## config.mk

```make
export PLATFORM = sky130hd
export DESIGN_NAME = sgi_dispatch
export DESIGN_NICKNAME = d
export VERILOG_FILES = /design/src/rtl/sgi_pkg.sv /design/src/rtl/sgi_bus_decode.sv /design/src/rtl/sgi_target_filter.sv /design/src/rtl/sgi_pending_bank.sv /design/src/rtl/sgi_dispatch.sv
export SDC_FILE = /design/constraint.sdc
export NUM_CORES = 2
export LEC_CHECK = 0
export BUFFER_PORTS_ARGS = -buffer_cell sky130_fd_sc_hd__buf_2
export CELL_PAD_IN_SITES_DETAIL_PLACEMENT = 0
export CELL_PAD_IN_SITES_GLOBAL_PLACEMENT = 1
export CORE_MARGIN = 5
export CORE_UTILIZATION = 40
export CTS_CLUSTER_SIZE = 8
export DETAILED_ROUTE_END_ITERATION = 8
export HOLD_SLACK_MARGIN = 0.06
export PLACE_DENSITY = 0.71
export SYNTH_ARGS = -nofsm -noshare
export SYNTH_HDL_FRONTEND = slang
export SYNTH_HIERARCHICAL = 1
export SYNTH_SLANG_ARGS = --single-unit
```

## constraint.sdc

```tcl
create_clock -name clk -period 4.59 [get_ports clk]
set_input_delay 0.2295 -clock clk [delete_from_list [all_inputs] [get_ports clk]]
set_output_delay 0.2295 -clock clk [all_outputs]
set_load 0.03 [all_outputs]
```

## src/rtl/sgi_pkg.sv

```systemverilog
`timescale 1ns/1ps
package sgi_pkg;
  typedef enum logic [1:0] {
    MODE_LIST   = 2'd0,
    MODE_OTHERS = 2'd1,
    MODE_SELF   = 2'd2,
    MODE_RSVD   = 2'd3
  } sgi_mode_e;

  typedef enum logic [1:0] {
    ACC_NONE = 2'd0,
    ACC_GEN  = 2'd1,
    ACC_CLR  = 2'd2,
    ACC_SET  = 2'd3
  } acc_kind_e;

  localparam int MODE_LSB = 24;
  localparam int LIST_LSB = 16;
endpackage

```

## src/rtl/sgi_bus_decode.sv

```systemverilog
`timescale 1ns/1ps
module sgi_bus_decode
  import sgi_pkg::*;
#(
  parameter int ADDR_W = 8,
  parameter int WIN_BYTES = 16,
  parameter logic [ADDR_W-1:0] GEN_ADDR = 'h00,
  parameter logic [ADDR_W-1:0] CLR_BASE = 'h10,
  parameter logic [ADDR_W-1:0] SET_BASE = 'h20,
  localparam int WORD_W = (WIN_BYTES > 4) ? $clog2(WIN_BYTES / 4) : 1
) (
  input  logic [ADDR_W-1:0] addr,
  output acc_kind_e         kind,
  output logic [WORD_W-1:0] word_idx
);
  logic [ADDR_W-1:0] off_clr, off_set;
  logic in_clr, in_set;

  always_comb begin
    off_clr = addr - CLR_BASE;
    off_set = addr - SET_BASE;
    in_clr  = (addr >= CLR_BASE) && (off_clr < ADDR_W'(WIN_BYTES));
    in_set  = (addr >= SET_BASE) && (off_set < ADDR_W'(WIN_BYTES));
    kind     = ACC_NONE;
    word_idx = '0;
    if (addr == GEN_ADDR) begin
      kind = ACC_GEN;
    end else if (in_clr) begin
      kind     = ACC_CLR;
      word_idx = off_clr[2 +: WORD_W];
    end else if (in_set) begin
      kind     = ACC_SET;
      word_idx = off_set[2 +: WORD_W];
    end
  end
endmodule

```

## src/rtl/sgi_target_filter.sv

```systemverilog
`timescale 1ns/1ps
module sgi_target_filter
  import sgi_pkg::*;
#(
  parameter int NUM_CPU = 8,
  localparam int IDX_W = (NUM_CPU > 1) ? $clog2(NUM_CPU) : 1,
  localparam int CNT_W = $clog2(NUM_CPU + 1)
) (
  input  sgi_mode_e          mode,
  input  logic [NUM_CPU-1:0] list,
  input  logic [IDX_W-1:0]   req,
  input  logic [CNT_W-1:0]   online,
  output logic [NUM_CPU-1:0] targets,
  output logic [NUM_CPU-1:0] req_onehot
);
  logic [NUM_CPU-1:0] online_mask;

  always_comb begin
    for (int i = 0; i < NUM_CPU; i++) begin
      online_mask[i] = (CNT_W'(i) < online);
      req_onehot[i]  = (IDX_W'(i) == req);
    end
    unique case (mode)
      MODE_LIST:   targets = list & online_mask;
      MODE_OTHERS: targets = online_mask & ~req_onehot;
      MODE_SELF:   targets = req_onehot;
      default:     targets = '0;
    endcase
  end
endmodule

```

## src/rtl/sgi_pending_bank.sv

```systemverilog
`timescale 1ns/1ps
module sgi_pending_bank #(
  parameter int NUM_CPU = 8,
  parameter int NUM_SGI = 16,
  localparam int SGI_W = $clog2(NUM_SGI)
) (
  input  logic                            clk,
  input  logic                            rst,
  input  logic                            gen_hit,
  input  logic [SGI_W-1:0]                gen_sgi,
  input  logic [NUM_CPU-1:0]              gen_src,
  input  logic [NUM_SGI-1:0]              win_en,
  input  logic                            win_set,
  input  logic [NUM_SGI-1:0][NUM_CPU-1:0] win_data,
  output logic [NUM_SGI-1:0][NUM_CPU-1:0] src_o,
  output logic [NUM_SGI-1:0]              pend_o
);
  for (genvar s = 0; s < NUM_SGI; s++) begin : g_sgi
    logic [NUM_CPU-1:0] map_q, map_nxt;
    logic               pend_q;

    always_comb begin
      if (win_set) map_nxt = map_q | win_data[s];
      else         map_nxt = map_q & ~win_data[s];
    end

    always_ff @(posedge clk) begin
      if (rst) begin
        map_q  <= '0;
        pend_q <= 1'b0;
      end else if (gen_hit && (gen_sgi == SGI_W'(s))) begin
        map_q  <= map_q | gen_src;
        pend_q <= 1'b1;
      end else if (win_en[s]) begin
        map_q <= map_nxt;
        if (win_set) begin
          if (|map_nxt) pend_q <= 1'b1;
        end else if (map_nxt == '0) begin
          pend_q <= 1'b0;
        end
      end
    end

    assign src_o[s]  = map_q;
    assign pend_o[s] = pend_q;
  end
endmodule

```

## src/rtl/sgi_dispatch.sv

```systemverilog
`timescale 1ns/1ps
module sgi_dispatch
  import sgi_pkg::*;
#(
  parameter int NUM_CPU = 8,
  parameter int NUM_SGI = 16,
  parameter int ADDR_W  = 8,
  parameter logic [ADDR_W-1:0] GEN_ADDR = 'h00,
  parameter logic [ADDR_W-1:0] CLR_BASE = 'h10,
  parameter logic [ADDR_W-1:0] SET_BASE = 'h20,
  localparam int IDX_W  = (NUM_CPU > 1) ? $clog2(NUM_CPU) : 1,
  localparam int CNT_W  = $clog2(NUM_CPU + 1),
  localparam int SGI_W  = $clog2(NUM_SGI),
  localparam int WORD_W = (NUM_SGI > 4) ? $clog2(NUM_SGI / 4) : 1,
  localparam int PEND_W = NUM_CPU * NUM_SGI
) (
  input  logic              clk,
  input  logic              rst,
  input  logic              bus_wr_en,
  input  logic              bus_rd_en,
  input  logic [ADDR_W-1:0] bus_addr,
  input  logic [31:0]       bus_wdata,
  input  logic [3:0]        bus_be,
  output logic [31:0]       bus_rdata,
  input  logic [IDX_W-1:0]  req_cpu,
  input  logic [CNT_W-1:0]  cpus_online,
  output logic [PEND_W-1:0] sgi_pend_o
);
  acc_kind_e          kind;
  logic [WORD_W-1:0]  word_idx;
  logic [NUM_CPU-1:0] targets, req_onehot;
  logic               gen_fire, win_wr, win_set;
  logic [NUM_SGI-1:0] win_en;
  logic [NUM_SGI-1:0][NUM_CPU-1:0] win_data;
  logic [NUM_SGI-1:0][NUM_CPU-1:0] src_all [NUM_CPU];
  logic [PEND_W*NUM_CPU-1:0] src_flat;
  logic [31:0]        rd_word;

  sgi_bus_decode #(
    .ADDR_W(ADDR_W), .WIN_BYTES(NUM_SGI),
    .GEN_ADDR(GEN_ADDR), .CLR_BASE(CLR_BASE), .SET_BASE(SET_BASE)
  ) dec_i (
    .addr(bus_addr), .kind(kind), .word_idx(word_idx)
  );

  sgi_target_filter #(.NUM_CPU(NUM_CPU)) filt_i (
    .mode      (sgi_mode_e'(bus_wdata[MODE_LSB +: 2])),
    .list      (bus_wdata[LIST_LSB +: NUM_CPU]),
    .req       (req_cpu),
    .online    (cpus_online),
    .targets   (targets),
    .req_onehot(req_onehot)
  );

  assign gen_fire = bus_wr_en && (kind == ACC_GEN);
  assign win_wr   = bus_wr_en && ((kind == ACC_CLR) || (kind == ACC_SET));
  assign win_set  = (kind == ACC_SET);

  for (genvar s = 0; s < NUM_SGI; s++) begin : g_lane
    assign win_en[s]   = win_wr && (word_idx == WORD_W'(s / 4)) && bus_be[s % 4];
    assign win_data[s] = bus_wdata[(s % 4) * 8 +: NUM_CPU];
  end

  for (genvar c = 0; c < NUM_CPU; c++) begin : g_cpu
    logic [NUM_SGI-1:0] bank_en;
    assign bank_en = (req_cpu == IDX_W'(c)) ? win_en : '0;

    sgi_pending_bank #(.NUM_CPU(NUM_CPU), .NUM_SGI(NUM_SGI)) bank_i (
      .clk     (clk),
      .rst     (rst),
      .gen_hit (gen_fire && targets[c]),
      .gen_sgi (bus_wdata[SGI_W-1:0]),
      .gen_src (req_onehot),
      .win_en  (bank_en),
      .win_set (win_set),
      .win_data(win_data),
      .src_o   (src_all[c]),
      .pend_o  (sgi_pend_o[c*NUM_SGI +: NUM_SGI])
    );
    assign src_flat[c*NUM_SGI*NUM_CPU +: NUM_SGI*NUM_CPU] = src_all[c];
  end

  always_comb begin
    rd_word = '0;
    for (int b = 0; b < 4; b++) begin
      rd_word[b*8 +: 8] = 8'(src_all[req_cpu][{word_idx, 2'(b)}]);
    end
  end

  always_ff @(posedge clk) begin
    if (rst) begin
      bus_rdata <= '0;
    end else if (bus_rd_en && ((kind == ACC_CLR) || (kind == ACC_SET))) begin
      bus_rdata <= rd_word;
    end else begin
      bus_rdata <= '0;
    end
  end
endmodule

```

==> flow_metrics.env <==
export IMPL_grt_ovfl_total=0
export IMPL_portBuffers=214
export IMPL_predominant_post_synthesis_flop_cell="sky130_fd_sc_hd__dfxtp_1"
export IMPL_cts_root_buffer_cell="sky130_fd_sc_hd__clkbuf_16"
export IMPL_postSynthRegisterBits=1184
export IMPL_cts_tree="yes"
export IMPL_synth_warnings=6
export IMPL_critical_path_most_common_cell="sky130_fd_sc_hd__inv_1"
export IMPL_combined_area_of_the_multi_input_logic_cells_sq_um=49100
export IMPL_finalHoldViolCount=0
export IMPL_leakage_uw=0.0301
export IMPL_fin_crit_sh_pct=80.9
export IMPL_timing_slew_headroom_pct=10.9
export IMPL_cell_count_after_synthesis=9428
export IMPL_drtPass1Iterations=8
export IMPL_min_delay_path_class="in -> reg"
export IMPL_power_density_nw_per_um2=279
export IMPL_hpwlAfterDp_um=294000
export IMPL_routed_vias=88700
export IMPL_worst_setup_path_type="in -> reg"
export IMPL_clk_insertion_delay_late_ps=870
export IMPL_ioPinCount=215
export IMPL_seq_area_sq_um=23700
export IMPL_vias_per_cell=7.29
export IMPL_hold_ws_ps=86.3
export IMPL_rows=164
export IMPL_timing_critical_path_slowest_cell_delay_ps=820
export IMPL_status="complete, no violations"
export IMPL_first_global_vias=81200
export IMPL_die_area_sq_um=210000
export IMPL_place_gp_congestion=1.03
export IMPL_max_vdd_ir_drop_mv=0.319
export IMPL_clkSinkCount=1184
export IMPL_grt_first_pass_wirelength_um=620000
export IMPL_grt_usage_pct=39.9
export IMPL_grt_setup_unrepaired="false"
export IMPL_synthArstFlopShare_pct=0
export IMPL_max_freq_ghz=0.269
export IMPL_period_needed_ps=3710
export IMPL_total_routed_length_um=444000
export IMPL_slowest_stage="sky130_fd_sc_hd__o21ai_0"
export IMPL_timing_critical_path_required_ps=5260
export IMPL_synth_yosys_seq_area_share_pct=29.5
export IMPL_drive_above_1_share_pct=13.6
export IMPL_avgSynthCellArea_sq_um=8.52
export IMPL_floorplan_initialDensity_pct=40.2
export IMPL_critical_path_max_fanout=8
export IMPL_number_of_antenna_violations_at_the_first_check_in_global_routing=55
export IMPL_crit_path_start_kind="primary input"
export IMPL_die_h_um=458
export IMPL_skew_ps=37.3
export IMPL_critical_path_buf_inv_count=4
export IMPL_fp_dieW_um=458
export IMPL_ant_nets=0
export IMPL_grt_start_max_net_pins=186
export IMPL_maximum_capacitance_violations=0
export IMPL_cp_top_family="simple AND/OR/NAND/NOR gates"
export IMPL_critPathCaptureType="flop"
export IMPL_timing_critical_path_cells="buf_2 > inv_1 > ha_1 > nand2b_1 > xnor2_1 > o21ai_0 > and3_1 > nand2_1 > buf_4 > nor2_1 > inv_1 > a21oi_1 > and2_1 > a211oi_1"
export IMPL_cts_buffers=167
export IMPL_initialDrtViolationCount=14700
export IMPL_detail_route_wl_per_cell_um=36.5
export IMPL_mapped_area_sq_um=80300
export IMPL_maximum_level_of_the_cts_h_tree=4
export IMPL_post_synth_num_cell_types=85
export IMPL_setup_viol=0
export IMPL_flow_area_growth_from_synthesis_pct=10.6
export IMPL_finish_net_count=9519
export IMPL_post_layout_total_power_uw=24800
export IMPL_timing_setup_tns_ps=0
export IMPL_fp_coreArea_sq_um=200000
export IMPL_drv_slew=0
export IMPL_synth_fp_nets=9485
export IMPL_synth_enable_flop_cells=0
export IMPL_path_clk_slew_ps=50
export IMPL_cts_setup_buffers=0
export IMPL_nFillCells=19600
export IMPL_drc=0
export IMPL_timing_worst_slew_pin_value_ps=1340
export IMPL_arrival_time_of_data_at_the_critical_path_endpoint_ps=4380
export IMPL_clock_tree_buffer_depth=3
cell usage after synthesis, drive strengths merged (147+ instances only):
library cell  count  share of area, %
nand2           394               2.6
dfxtp          1184                30
a211oi          448               4.2
o22ai           307               2.4
o21ai           689               4.4
buf             418               3.9
nand2b          374               2.9
nor2            169              0.87
a21oi           596               3.8
inv             837               3.9
a221oi          589               7.0
and3            533               4.2
a311oi          504               5.5
and2            147               1.2
clkbuf          360               1.7
nor4            201               1.6
mux2i           546               6.8
where the power goes:
group          leakage [uW]  switching, uW  internal, uW
Clock               0.00220           5190          6560
Combinational        0.0183           2170           568
Sequential          0.00953           17.8         10300
Total                0.0301           7380         17400
worst reg2reg max path: stages, from the launching register on:
cell                       delay (ps)
sky130_fd_sc_hd__dfxtp_1          380
sky130_fd_sc_hd__mux2i_1          170
sky130_fd_sc_hd__o221ai_1         920
sky130_fd_sc_hd__a22oi_1          160
sky130_fd_sc_hd__a31oi_1          230
sky130_fd_sc_hd__buf_4            200
cell families (layout without fill, tap and decap cells):
kind of cell               count (synthesis)  in the layout  synth area share [%]
muxes                                    680            680                  10.5
DFF                                     1184           1184                  29.5
AOI/OAI and AO/OA                       3722           3722                  33.4
buffers and inverters                   1616           1677                  9.53
and+or+nand+nor                         2222           2222                  17.0
adders and majority gates                  2              2                0.0312
other                                      0             20                     0
xor gates and xnor gates                   2              2                0.0218
cell usage in the layout, fill, tap and decap left out, drive strengths merged, types with 374 or more instances in the layout:
master | synthesis | routed
a211oi | 448 | 448
a21oi | 596 | 596
a221oi | 589 | 589
a311oi | 504 | 504
and3 | 533 | 533
buf | 418 | 619
dfxtp | 1184 | 1184
inv | 837 | 845
mux2i | 546 | 546
nand2 | 394 | 394
nand2b | 374 | 374
o21ai | 689 | 689
timing repair:
item                                   CTS  global route
resized for setup                        0             0
hold buffers                            22             0
endpoints found under the hold margin  164             0
flip-flops by register name (all words and copies together) (netlist names):
register	flops
g_cpu.bank_i/g_sgi.map_q	1024
bus_rdata	32
g_cpu.bank_i/g_sgi.pend_q	128
per-layer routing:
| layer | vias up | GRT usage, % | share of wire [%] |
|---|---|---|---|
| met2 | 6808 | 53.7 | 39 |
| met4 | 32 | 31.8 | 9.6 |
| li1 | 36900 | - | - |
| met3 | 1460 | 12.2 | 13 |
| met5 | - | 0 | 0.047 |
| met1 | 43500 | 52.3 | 39 |
worst paths after layout:
path / start / end / slack, ps / cells past startpoint
max: bus_addr[5] / g_cpu[6].bank_i/g_sgi[4].map_q[2] / 880 / 14
min: bus_wdata[11] / g_cpu[5].bank_i/g_sgi[5].map_q[3] / 90 / 2
max reg2reg: g_cpu[2].bank_i/g_sgi[11].map_q[6] / bus_rdata[30] / 2480 / 5
min reg2reg: g_cpu[5].bank_i/g_sgi[6].map_q[1] / g_cpu[5].bank_i/g_sgi[6].map_q[1] / 490 / 2
area by class of cell:
type	instances	share of cell area (%)
well taps	2656	3.74
clock inverters	13	0.235
multi-input cells	6628	55.3
flip-flops and latches	1184	26.7
inverters	838	3.55
clock buffers	183	4.84
diodes	20	0.0564
repair buffers	643	5.60
stage by stage:
stage | cell area, sq um | util (%) | setup slack [ps] | std cells
final | 88800 | 44.5 | 879 | 12200
after global routing | 88700 | 44.5 | 908 | 12100
after CTS | 88700 | 44.4 | 1260 | 12100
after detailed placement | 84000 | 42.1 | 378 | 11900
after global placement | 84000 | 42.1 | 267 | 11900
after floorplan | 80300 | - | 443 | 9428
Note: power is estimated with default switching activity, not from simulation.
